**src/rtl/vadd_pkg.sv**
```systemverilog
package vadd_pkg;
   typedef enum logic {
      VOP_SUM   = 1'b0,
      VOP_CARRY = 1'b1
   } vop_e;
endpackage

```
**src/rtl/vadd_seg_chain.sv**
```systemverilog
module vadd_seg_chain #(
   parameter int DATA_W = 128,
   parameter int SEG_W  = 8,
   localparam int NUM_SEG = DATA_W / SEG_W
) (
   input  logic [DATA_W-1:0]  a_i,
   input  logic [DATA_W-1:0]  b_i,
   input  logic [NUM_SEG-1:0] seg_first_i,
   output logic [DATA_W-1:0]  sum_o,
   output logic [NUM_SEG-1:0] seg_cout_o
);
   for (genvar s = 0; s < NUM_SEG; s++) begin : g_seg
      logic          cin;
      logic          cout;
      logic [SEG_W:0] wide;
      if (s == 0) begin : g_head
         assign cin = 1'b0;
      end else begin : g_link
         assign cin = seg_first_i[s] ? 1'b0 : g_seg[s-1].cout;
      end
      assign wide = {1'b0, a_i[s*SEG_W +: SEG_W]} + {1'b0, b_i[s*SEG_W +: SEG_W]}
                  + {{SEG_W{1'b0}}, cin};
      assign cout = wide[SEG_W];
      assign sum_o[s*SEG_W +: SEG_W] = wide[SEG_W-1:0];
      assign seg_cout_o[s] = cout;
   end
endmodule

```
**src/rtl/vadd_pack.sv**
```systemverilog
module vadd_pack
   import vadd_pkg::*;
#(
   parameter int DATA_W = 128,
   parameter int SEG_W  = 8,
   localparam int NUM_SEG = DATA_W / SEG_W,
   localparam int IDX_W   = $clog2(NUM_SEG)
) (
   input  vop_e               op_i,
   input  logic [DATA_W-1:0]  sum_i,
   input  logic [NUM_SEG-1:0] seg_cout_i,
   input  logic [NUM_SEG-1:0] seg_first_i,
   input  logic [IDX_W-1:0]   span_m1_i,
   output logic [DATA_W-1:0]  res_o
);
   for (genvar s = 0; s < NUM_SEG; s++) begin : g_out
      logic [IDX_W-1:0] top_idx;
      logic             lane_c;
      assign top_idx = IDX_W'(s) | span_m1_i;
      assign lane_c  = seg_cout_i[top_idx];
      always_comb begin
         if (op_i == VOP_CARRY)
            res_o[s*SEG_W +: SEG_W] = seg_first_i[s] ? {{(SEG_W-1){1'b0}}, lane_c}
                                                     : '0;
         else
            res_o[s*SEG_W +: SEG_W] = sum_i[s*SEG_W +: SEG_W];
      end
   end
endmodule

```
**src/rtl/vadd_carry_unit.sv**
```systemverilog
module vadd_carry_unit
   import vadd_pkg::*;
#(
   parameter int DATA_W = 128,
   parameter int SEG_W  = 8,
   parameter int CODE_W = 3,
   localparam int NUM_SEG  = DATA_W / SEG_W,
   localparam int IDX_W    = $clog2(NUM_SEG),
   localparam int MAX_CODE = IDX_W
) (
   input  logic              clk,
   input  logic              rst_n,
   input  logic              in_valid,
   input  logic [DATA_W-1:0] op_a,
   input  logic [DATA_W-1:0] op_b,
   input  logic [CODE_W-1:0] elem_size,
   input  logic              op_sel,
   output logic [DATA_W-1:0] result,
   output logic              done,
   output logic              spec_exc
);
   if (DATA_W % SEG_W != 0) begin : g_bad_split
      $error("DATA_W must be a multiple of SEG_W");
   end
   if (NUM_SEG < 2 || (1 << IDX_W) != NUM_SEG) begin : g_bad_count
      $error("segment count must be a power of two, at least 2");
   end
   if ((1 << CODE_W) <= MAX_CODE) begin : g_bad_code
      $error("CODE_W too narrow for all lane sizes");
   end

   logic              code_bad;
   logic [CODE_W-1:0] code_c;
   logic [IDX_W-1:0]  span_m1;
   logic [NUM_SEG-1:0] seg_first;
   logic [DATA_W-1:0] sum_w;
   logic [NUM_SEG-1:0] seg_cout;
   logic [DATA_W-1:0] res_next;

   assign code_bad = elem_size > CODE_W'(MAX_CODE);
   assign code_c   = code_bad ? CODE_W'(MAX_CODE) : elem_size;
   assign span_m1  = ~({IDX_W{1'b1}} << code_c);

   for (genvar s = 0; s < NUM_SEG; s++) begin : g_first
      assign seg_first[s] = (IDX_W'(s) & span_m1) == '0;
   end

   vadd_seg_chain #(.DATA_W(DATA_W), .SEG_W(SEG_W)) u_chain (
      .a_i        (op_a),
      .b_i        (op_b),
      .seg_first_i(seg_first),
      .sum_o      (sum_w),
      .seg_cout_o (seg_cout)
   );

   vadd_pack #(.DATA_W(DATA_W), .SEG_W(SEG_W)) u_pack (
      .op_i       (vop_e'(op_sel)),
      .sum_i      (sum_w),
      .seg_cout_i (seg_cout),
      .seg_first_i(seg_first),
      .span_m1_i  (span_m1),
      .res_o      (res_next)
   );

   always_ff @(posedge clk or negedge rst_n) begin
      if (!rst_n) begin
         result   <= '0;
         done     <= 1'b0;
         spec_exc <= 1'b0;
      end else begin
         done <= in_valid;
         if (in_valid) begin
            spec_exc <= code_bad;
            if (!code_bad) result <= res_next;
         end
      end
   end
endmodule

```
**config.mk**
```make
export PLATFORM = sky130hd
export DESIGN_NAME = vadd_carry_unit
export DESIGN_NICKNAME = d
export VERILOG_FILES = /design/src/rtl/vadd_pkg.sv /design/src/rtl/vadd_seg_chain.sv /design/src/rtl/vadd_pack.sv /design/src/rtl/vadd_carry_unit.sv
export SDC_FILE = /design/constraint.sdc
export NUM_CORES = 1
export LEC_CHECK = 0
export BUFFER_PORTS_ARGS = -buffer_cell sky130_fd_sc_hd__buf_2
export CORE_UTILIZATION = 35
export CTS_BUF_LIST = sky130_fd_sc_hd__clkbuf_4 sky130_fd_sc_hd__clkbuf_8
export CTS_CLUSTER_SIZE = 12
export DETAILED_ROUTE_END_ITERATION = 12
export PLACE_DENSITY = 0.61
export SYNTH_ARGS = -nofsm -noshare
export SYNTH_HDL_FRONTEND = slang
export SYNTH_HIERARCHICAL = 1
export SYNTH_SLANG_ARGS = --single-unit
export TNS_END_PERCENT = 20
```
**constraint.sdc**
```tcl
create_clock -name clk -period 0.85 [get_ports clk]
set_input_delay 0.0425 -clock clk [delete_from_list [all_inputs] [get_ports clk]]
set_output_delay 0.0425 -clock clk [all_outputs]
set_load 0.01 [all_outputs]
```
# Yosys cells after proc, flatten, opt, wreduce, memory -nomap -nowiden
# Index checks and enable logic that the tools add are counted.
[op_classes] n_mux=77 n_reduce_logical=16 bitwise=2 addsub=31 magnitude_cmp=16 shifts=1
[op_table] op="$add 8x8->9" count=16
[op_table] op="$add 9x1->9" count=15
[op_table] op="$mux 8" count=16
[op_table] op="$lt 4x5->1 const B" count=15
[op_table] op="$logic_not 4->1" count=15
[op_table] op="$mux 1" count=49
[op_table] op="$bmux 1 s2" count=6
[op_table] op="$bmux 1 s3" count=4
[op_table] op="$bmux 1 s4" count=1
[op_table] op="$not 4->4" count=1
[op_table] op="$shl 4x3->4 const A" count=1
[op_table] op="$gt 3x3->1 const B" count=1
[op_table] op="$mux 3" count=1
[op_table] op="$reduce_and 2->1" count=1
[op_table] op="$not 1->1" count=1
[word_totals] register_bits=130 output_inout_bits=130 in_bits=263

# Longest topological paths before layout
# Gate-level depths: netlist of the first run.
[depth] depth_word=39 ltp_mapped=118

# By module
# Netlist of the first run, hierarchy kept.
[by_module_without_submodules] module="vadd_carry_unit" n_inst=1 cells_each=594 area_per_inst_um2=5739.3
[by_module_without_submodules] module="vadd_seg_chain" n_inst=1 cells_each=731 area_per_inst_um2=5322.6
[by_module_without_submodules] module="vadd_pack" n_inst=1 cells_each=214 area_per_inst_um2=1395.1

# Worst setup path after synthesis of the first run
# OpenSTA, ideal clock, no wires.
[synth_timing] kind="input -> register" startpoint="input op_a[0]" endpoint="register result[32]" path_slack_ps=-22591 arrival_time_ps=23340 cell_stages=118 n_path_buf=0 path_cell_list="ha_1 > fa_1 > a21o_1 > a21oi_2 > nor2_1 > nor4b_2 > or3_1 > fa_1 > fa_1 > nor2b_1 > o21a_1 > o21ai_1 > a31oi_1 > nand2b_1 > fa_1 > fa_1 > nor2b_1 > o21a_1 > [... 82 more ...] > inv_1 > a21o_1 > a21oi_1 > nand2b_1 > a311o_1 > fa_1 > fa_1 > nor2b_1 > o21ai_1 > a21oi_1 > a211oi_1 > nor3_1 > mux2_2 > mux2i_1 > mux2_2 > o22ai_1 > nand2_1 > o32ai_1"
[synth_via] elab_chain_cells=35
[synth_lines] item="from (decl)" line_no="vadd_carry_unit.sv:14" text="input logic [DATA_W-1:0] op_a,"
[synth_lines] item="$add 8x8->9" line_no="vadd_seg_chain.sv:21" text="assign wide = {1'b0, a_i[s*SEG_W +: SEG_W]} + {1'b0, b_i[s*SEG_W +: SEG_W]}"
[synth_lines] item="$mux 1" line_no="vadd_seg_chain.sv:19" text="assign cin = seg_first_i[s] ? 1'b0 : g_seg[s-1].cout;"
[synth_lines] item="$add 9x1->9" line_no="vadd_seg_chain.sv:22" text="+ {{SEG_W{1'b0}}, cin};"
[synth_lines] item="named net seg_cout[1]" line_no="vadd_carry_unit.sv:37" text="logic [NUM_SEG-1:0] seg_cout;"
[synth_lines] item="$mux 1" line_no="vadd_seg_chain.sv:19"
[synth_lines] item="$add 9x1->9" line_no="vadd_seg_chain.sv:22"
[synth_lines] item="named net seg_cout[2]" line_no="vadd_carry_unit.sv:37"
[synth_lines] item="$mux 1" line_no="vadd_seg_chain.sv:19"
[synth_lines] item="[... 1 more ...]"
[synth_lines] item="named net seg_cout[3]" line_no="vadd_carry_unit.sv:37"
[synth_lines] item="[... 2 more ...]"
[synth_lines] item="named net seg_cout[4]" line_no="vadd_carry_unit.sv:37"
[synth_lines] item="[... 2 more ...]"
[synth_lines] item="named net seg_cout[5]" line_no="vadd_carry_unit.sv:37"
[synth_lines] item="[... 2 more ...]"
[synth_lines] item="named net seg_cout[6]" line_no="vadd_carry_unit.sv:37"
[synth_lines] item="[... 4 more ...]"
[synth_lines] item="named net seg_cout[8]" line_no="vadd_carry_unit.sv:37"
[synth_lines] item="[... 2 more ...]"
[synth_lines] item="named net seg_cout[9]" line_no="vadd_carry_unit.sv:37"
[synth_lines] item="[... 2 more ...]"
[synth_lines] item="named net seg_cout[10]" line_no="vadd_carry_unit.sv:37"
[synth_lines] item="[... 8 more ...]"
[synth_lines] item="$mux 1" line_no="vadd_seg_chain.sv:19"
[synth_lines] item="$add 9x1->9" line_no="vadd_seg_chain.sv:22"
[synth_lines] item="named net seg_cout[15]" line_no="vadd_carry_unit.sv:37"
[synth_lines] item="$bmux 1 s3" line_no="vadd_pack.sv:20" text="assign lane_c = seg_cout_i[top_idx];"
[synth_lines] item="$mux 1 (implied by the code)" line_no="vadd_pack.sv:20"
[synth_lines] item="$mux 1" line_no="vadd_pack.sv:23" text="res_o[s*SEG_W +: SEG_W] = seg_first_i[s] ? {{(SEG_W-1){1'b0}}, lane_c}"
[synth_lines] item="$mux 8" line_no="vadd_pack.sv:22" text="if (op_i == VOP_CARRY)"
[synth_lines] item="named net res_next[32]" line_no="vadd_carry_unit.sv:38" text="logic [DATA_W-1:0] res_next;"
[synth_lines] item="to (signal assigned)" line_no="vadd_carry_unit.sv:74" text="if (!code_bad) result <= res_next;"
[synth_lines] item="to (decl)" line_no="vadd_carry_unit.sv:18" text="output logic [DATA_W-1:0] result,"
# The timed path passes the listed nets, and every way through them passes these cells. The select of a mux whose other input is x is not followed.
# A chain may end at the register's enable or synchronous reset.

# Worst setup path in the final report of the first run
[layout_timing] startpoint="input op_b[0]" endpoint="register result[8]"
[layout_via] elab_chain_cells=35
[layout_lines] item="from (decl)" line_no="vadd_carry_unit.sv:15" text="input logic [DATA_W-1:0] op_b,"
[layout_lines] item="$add 8x8->9" line_no="vadd_seg_chain.sv:21"
[layout_lines] item="$mux 1" line_no="vadd_seg_chain.sv:19"
[layout_lines] item="$add 9x1->9" line_no="vadd_seg_chain.sv:22"
[layout_lines] item="named net seg_cout[1]" line_no="vadd_carry_unit.sv:37"
[layout_lines] item="$mux 1" line_no="vadd_seg_chain.sv:19"
[layout_lines] item="$add 9x1->9" line_no="vadd_seg_chain.sv:22"
[layout_lines] item="named net seg_cout[2]" line_no="vadd_carry_unit.sv:37"
[layout_lines] item="$mux 1" line_no="vadd_seg_chain.sv:19"
[layout_lines] item="[... 1 more ...]"
[layout_lines] item="named net seg_cout[3]" line_no="vadd_carry_unit.sv:37"
[layout_lines] item="[... 2 more ...]"
[layout_lines] item="named net seg_cout[4]" line_no="vadd_carry_unit.sv:37"
[layout_lines] item="[... 2 more ...]"
[layout_lines] item="named net seg_cout[5]" line_no="vadd_carry_unit.sv:37"
[layout_lines] item="[... 2 more ...]"
[layout_lines] item="named net seg_cout[6]" line_no="vadd_carry_unit.sv:37"
[layout_lines] item="[... 4 more ...]"
[layout_lines] item="named net seg_cout[8]" line_no="vadd_carry_unit.sv:37"
[layout_lines] item="[... 2 more ...]"
[layout_lines] item="named net seg_cout[9]" line_no="vadd_carry_unit.sv:37"
[layout_lines] item="[... 2 more ...]"
[layout_lines] item="named net seg_cout[10]" line_no="vadd_carry_unit.sv:37"
[layout_lines] item="[... 8 more ...]"
[layout_lines] item="$mux 1" line_no="vadd_seg_chain.sv:19"
[layout_lines] item="$add 9x1->9" line_no="vadd_seg_chain.sv:22"
[layout_lines] item="named net seg_cout[15]" line_no="vadd_carry_unit.sv:37"
[layout_lines] item="$bmux 1 s3" line_no="vadd_pack.sv:20"
[layout_lines] item="$mux 1 (implied by the code)" line_no="vadd_pack.sv:20"
[layout_lines] item="$mux 1" line_no="vadd_pack.sv:23"
[layout_lines] item="$mux 8" line_no="vadd_pack.sv:22"
[layout_lines] item="named net res_next[8]" line_no="vadd_carry_unit.sv:38"
# The timed path passes the listed nets, and every way through them passes these cells. The select of a mux whose other input is x is not followed.

==> results of run 1 <==
## worst max-delay path by stage
| stage | cells past startpoint | end | slack (ns) |
|---|---|---|---|
| 2_1_floorplan | 118 | result[32] | -20.98 |
| 3_3_place_gp | 120 | result[32] | -21.74 |
| 3_5_place_dp | 120 | result[32] | -22.51 |
| 4_1_cts | 120 | result[32] | -21.13 |
| 5_1_grt | 120 | result[32] | -22.28 |
| 6_report | 120 | result[8] | -21.16 |
## what timing repair did
action / 4_1_cts / 5_1_grt
setup endpoints to repair: 256 / 259
resized for setup: 47 / 166
hold endpoints to repair: 134 / 15
pin swaps: 43 / 74
buffers inserted: 2 / 39
## cells by family after synthesis
group,after synthesis,share of synthesized area (%)
and+or+nand+nor,489,18.7
AOI/OAI and AO/OA,353,20.9
buffers and inverters,332,10.7
adders and majority gates,144,16.3
DFF,130,26.1
xor gates and xnor gates,68,4.78
muxes,22,2.50
other,1,0.0301
## per-layer routing
layer	global-route usage, %	wire (microns)
met5	0	23
met4	10.1	1340
met3	4.36	2600
met2	42.8	23200
met1	30.1	19200
## cell usage in the layout (no fill, tap or decap), types with 21 or more instances in the layout
master	netlist	final
fa_2	0	31
nor2b_2	0	23
buf_12	0	22
buf_4	1	364
nor2_1	117	111
o21ai_0	47	38
buf_2	45	387
a21oi_1	37	24
xnor2_1	50	43
dfrtp_1	130	130
o32ai_2	0	71
nor2b_1	141	104
nand2_1	162	158
clkbuf_8	0	21
inv_1	252	249
o32ai_1	130	59
o21ai_2	2	21
nor3_1	34	33
o21a_1	37	36
ha_1	113	111
## stage by stage
step | total power, W | setup slack (ns) | TNS, ns
3_3_place_gp | 0.0199 | -21.74 | -1547.55
4_1_cts | 0.0264 | -21.13 | -1498.32
2_1_floorplan | 0.0144 | -20.98 | -1472.89
5_1_grt | 0.0292 | -22.28 | -1591.87
6_report | 0.0274 | -21.16 | -1497.27
3_5_place_dp | 0.0201 | -22.51 | -1604.37
## worst max-delay path, delay by kind of cell
kind,cells,cell delay [ns]
adders and majority gates,32,10.91
AOI/OAI and AO/OA,52,7.06
and+or+nand+nor,31,3.68
buffers and inverters,4,0.38
muxes,1,0.28
## layout make-up
cell class / count / area [sq um]
diodes: 7 / 17.5
clock buffers: 22 / 297
clock inverters: 6 / 105
fillers: 3220 / 15200
inverters: 252 / 946
multi-input cells: 1078 / 9150
flip-flops and latches: 130 / 3250
well taps: 455 / 569
repair buffers: 783 / 5230
## report_power, final
part / switching, W / internal (W)
Combinational: 0.00665 / 0.00717
Clock: 0.00270 / 0.00317
Sequential: 0.000554 / 0.00718
Total: 0.00990 / 0.0175
## state kept, by name, summed over array words and instances, names as in the netlist
register / flops
result: 128
done: 1
spec_exc: 1
==> metrics.md, run 1 <==
| Metric | Value |
|---|---|
| Synthesized area per cell | 8.09 sq um |
| First-pass GRT wire length | 70.1 mm |
| Number of synthesis warnings | 6 |
| Die X | 191 microns |
| Clock Tree Buf Depth | 2 |
| Most frequent cell after synthesis | inv_1 |
| Layout cells sized above 1 | 47.0% |
| Syn Inst Count | 1539 |
| Detailed Route Iter0 Violations | 645 |
| Routed vias | 13700 |
| Number of global-route vias before repair | 13600 |
| Fin cells | 2733 |
| Leakage | 9.82 nW |
| Dpl cells | 2657 |
| DRC viols | 0 |
| Period utilization | 2590% |
| Reg clk slew, reported paths | 0.08 ns |
| Maximum vdd drop | 0.00101 V |
| Synth area leaders | dfrtp_1 (26%), ha_1 (11%), o32ai_1 (9.1%) |
| Unrepaired setup endpoints after global routing | yes |
| Worst Tran Pin Value | 0.953 ns |
| CP Capture Type | flop |
| CP arrival | 22.40 ns |
| Routed length per placed instance | 17.0 microns |
| Num Clock Sinks | 130 |
| Vias per cell | 5.03 |
| Clock tree root driver cell | clkbuf_8 |
| Hold Crit Class | in2async |
| Max_slew headroom | 36.0% |
| Slowest CP cell | fa_2 |
| Yosys top cell by area | dfrtp_1 |
| F_max | 0.0454 GHz |
| Final RePlAce weighted congestion | 0.907 |
| Post-DRT Antenna Nets | 0 |
| Netlist cell types | 57 |
| Final setup margin | -21.16 ns |
| Layout area overhead | 57.1% |
| CTS tree | built |
| Pin count of the biggest net entering global routing | 52 |
| Critical Path Most Common Cell | fa_2 |
| Final setup viols | 259 |
| Pins Over Slew Limit | 0 |
| CP startpoint | op_b[0] |
| Initial Util | 35.8% |
| Max incr delay on CP | 0.38 ns |
| Pre-antenna DRT Iters | 5 |
| Length in cells of the worst reg-to-reg path | 2 |
| Crit path time final | 22.01 ns |
| Synth Cell Area | 0.0125 sq mm |
| Die height | 191 microns |
| Grt total ovfl | 0 |
| Commonest cells post-synth | inv_1 (252), nand2_1 (162), nor2b_1 (141), dfrtp_1 (130), o32ai_1 (130) |
| Startpoint types | input port |
| Die Area | 0.0363 sq mm |
| Fin nets | 2669 |
| Share of the synthesized area in the top cell type | 26.1% |
| Pwr Density | 1400 mW/mm^2 |
| Post-synth ARST share | 100% |
| Final WL | 46.3 mm |
| Worst Skew | 0 ns |
| Top Ports | 393 |
| Critical Path Fanout Max | 3 |
| Hold buffers post-CTS | 2 |
| HPWL after DPL | 36.1 mm |
| Worst R2R End | result[87] |
| Total track usage | 24.7% |
| Area post-placement | 0.0177 sq mm |
| Flop-to-flop setup slack | 0.03 ns |
| Core Region | 0.0348 sq mm |
| Reg2reg start | result[87] |
| Final Util | 56.2% |
| Kind of critical path | in2reg |
| Most used DFF post-synth | dfrtp_1 |
| Final std cell area, no fill | 0.0196 sq mm |
| #FFs+latches synth | 130 |
| Post-synth EDFFs | 0 |
| Failing checks | hold timing, setup timing |
| Max_cap viols | 0 |
| Initial antenna violation count | 10 |
| PortBufs | 392 |
| Final Hold Vio Count | 15 |
| Worst Path Required | 1.24 ns |
| Outcome | complete, but fails checks |
| Row count | 68 |
| H-tree depth | 4 |
| CTS Buf Count | 17 |
| Tightest hold margin | -0.0228 ns |
| Worst skew pair latency | 0.47 ns |
| Seq/Total Area, Yosys | 26.1% |
Note: power is estimated with default switching activity, not from simulation.
==> inputs of run 2 (changes only) <==
--- a/config.mk
+++ b/config.mk
@@ -10,9 +10,9 @@
 export CTS_BUF_LIST = sky130_fd_sc_hd__clkbuf_4 sky130_fd_sc_hd__clkbuf_8
 export CTS_CLUSTER_SIZE = 12
 export DETAILED_ROUTE_END_ITERATION = 12
-export PLACE_DENSITY = 0.61
+export PLACE_DENSITY = 0.64
+export SLEW_MARGIN = 20
 export SYNTH_ARGS = -nofsm -noshare
 export SYNTH_HDL_FRONTEND = slang
-export SYNTH_HIERARCHICAL = 1
 export SYNTH_SLANG_ARGS = --single-unit
 export TNS_END_PERCENT = 20
==> metrics.md, run 2 <==
| Metric | Value |
|---|---|
| Critical Path Fanout Max | 3 |
| Number of synthesis warnings | 0 |
| Synth Cell Area | 0.0101 sq mm |
| Initial antenna violation count | 6 |
| Top flop regs | result x128, done x1, spec_exc x1 |
| Reg clk slew, reported paths | 0.09 ns |
| Syn nets | 1496 |
| Post-synth ARST share | 100% |
| Row count | 61 |
| Final std cell area, no fill | 0.0167 sq mm |
| Power Total | 0.0248 W |
| Multi-input gate area | 0.00739 sq mm |
| Top Ports | 393 |
| Critical Path Most Common Cell | fa_2 |
| Max_slew headroom | 68.8% |
| Layout area overhead | 65.8% |
| Worst Tran Pin Value | 0.457 ns |
| Netlist cell types | 48 |
| Core Region | 0.0280 sq mm |
| Most common cell after layout, fill and taps aside | buf_2 |
| Pwr Density | 1490 mW/mm^2 |
| PortBufs | 392 |
| Outcome | complete, but fails checks |
| Post-synth EDFFs | 0 |
| Layout cells sized above 1 | 54.1% |
| Kind of critical path | in2reg |
| Die height | 171 microns |
| Worst skew pair latency | 0.44 ns |
| Number of flip-flops in the largest register | 128 |
| Share of the synthesized area in the top cell type | 32.4% |
| First-pass GRT wire length | 58.7 mm |
| Clock tree root driver cell | clkbuf_8 |
| Final WL | 39.3 mm |
| Number of global-route vias before repair | 11300 |
| Final Util | 59.5% |
| Final setup viols | 259 |
| Wire length on met1 | 16.5 mm |
| Die X | 171 microns |
| Final setup margin | -20.07 ns |
| Pre-antenna DRT Iters | 5 |
| Maximum vdd drop | 0.000819 V |
| Pins Over Slew Limit | 0 |
| Met2 wire length | 19.4 mm |
| Startpoint types | input port |
| Total track usage | 25.9% |
| Metal3 WL | 2.19 mm |
| Max layer used | met5 |
| Grt total ovfl | 0 |
| Commonest cells post-synth | dfrtp_1 (130), nor2_1 (114), ha_1 (113), nand2_1 (76), a21oi_1 (71) |
| Tightest hold margin | 0.0268 ns |
| Vias per cell | 5.16 |
| Pin count of the biggest net entering global routing | 34 |
| Synthesized area per cell | 9.23 sq um |
| Period utilization | 2460% |
| Area post-placement | 0.0148 sq mm |
| Synth area leaders | dfrtp_1 (32%), ha_1 (14%), fa_1 (6.2%) |
| Unrepaired setup endpoints after global routing | yes |
| Slowest CP cell | fa_2 |
| Most flop-heavy register | result |
| Most used DFF post-synth | dfrtp_1 |
| Max_cap viols | 0 |
| Failing checks | setup timing |
| CTS tree | built |
| Routed vias | 11400 |
| Die Area | 0.0294 sq mm |
| F_max | 0.0478 GHz |
| DRC viols | 0 |
| Seq/Total Area, Yosys | 32.4% |
| Detailed Route Iter0 Violations | 585 |
| Dpl cells | 2098 |
| Clock Tree Buf Depth | 2 |
| Crit path time final | 20.92 ns |
| Most frequent cell after synthesis | dfrtp_1 |
| Commonest cells after routing, fill and taps aside | buf_2 (368), buf_4 (332), dfrtp_1 (130) |
| CP arrival | 21.29 ns |
| Leakage | 8.63 nW |
| CTS Buf Count | 17 |
| Num Clock Sinks | 130 |
| Worst Skew | 0 ns |
| CP Capture Type | flop |
| Final Hold Vio Count | 0 |
| #FFs+latches synth | 130 |
| Final RePlAce weighted congestion | 0.929 |
| FF+latch area | 0.00325 sq mm |
| Hold Crit Class | in2async |
| Fillers | 2484 |
| Routed length per placed instance | 17.8 microns |
| Post-DRT Antenna Nets | 0 |
| HPWL after DPL | 30.0 mm |
| Max incr delay on CP | 0.39 ns |
| Syn Inst Count | 1089 |
| Yosys top cell by area | dfrtp_1 |
| Fin cells | 2209 |
| Worst Path Required | 1.22 ns |
| Initial Util | 35.9% |
| H-tree depth | 4 |
| Fin nets | 2220 |
==> run 2: worst paths after layout <==
check / startpoint / endpoint / cells after the start / slack, ns
setup / recovery: op_a[0] / result[0] / 130 / -20.07
hold / removal: rst_n / result[76] / 2 / 0.03
setup reg to reg: result[96] / result[96] / 4 / -0.36
hold reg to reg: result[70] / result[70] / 1 / 0.48
max in group asynchronous: rst_n / result[24] / 3 / 0.31
min in group clk: op_b[9] / result[9] / 4 / 0.06
==> run 2: layout make-up <==
cell class	instances	area share (%)
Inverter	55	1.24
Clock inverter	13	0.766
Multi-Input combinational cell	862	44.3
Timing Repair Buffer	747	29.8
Clock buffer	19	1.49
Tap cell	378	2.84
Sequential cell	130	19.5
Antenna cell	5	0.0751
==> run 2: power by group <==
part	internal, W	total, W	switching (W)
clock	0.00243	0.00540	0.00297
sequential	0.00719	0.00787	0.000678
combinational	0.00608	0.0116	0.00548
==> run 2: per-layer routing <==
layer  vias to the layer above  GRT usage (%)
met5                         -              0
met4                         4           9.90
met3                        76           4.79
met2                       395           44.3
met1                      5483           32.1
li1                       5450              -
==> run 2: repair_timing <==
action,in CTS,in global routing
setup endpoints to repair,259,259
pin swaps,98,78
hold endpoints to repair,130,0
resized for setup,72,140
hold buffers,1,0
cloned,0,0
buffers inserted,50,28
==> run 2: cell families after synthesis <==
group                      Yosys count  share of synthesized area, %
adders and majority gates          144                          20.2
DFF                                130                          32.4
xor gates and xnor gates            53                          4.62
AOI/OAI and AO/OA                  329                          22.7
muxes                                3                         0.299
buffers and inverters               97                          3.81
and+or+nand+nor                    333                          16.0
==> run 2: metrics by stage <==
step | setup TNS, ns | worst slack [ns]
after floorplan | -1283.13 | -19.71
after global placement | -1350.74 | -20.60
after detailed placement | -1399.83 | -21.49
after CTS | -1291.12 | -19.76
after global routing | -1379.64 | -21.17
final | -1306.02 | -20.07
==> run 2: worst max-delay path, delay by kind of cell <==
kind,cells,cell delay [ns]
AND/OR/NAND/NOR,30,4.31
buffers and inverters,18,0.79
adder cells (fa/ha/maj),32,9.22
AO/OA/AOI/OAI,50,6.89
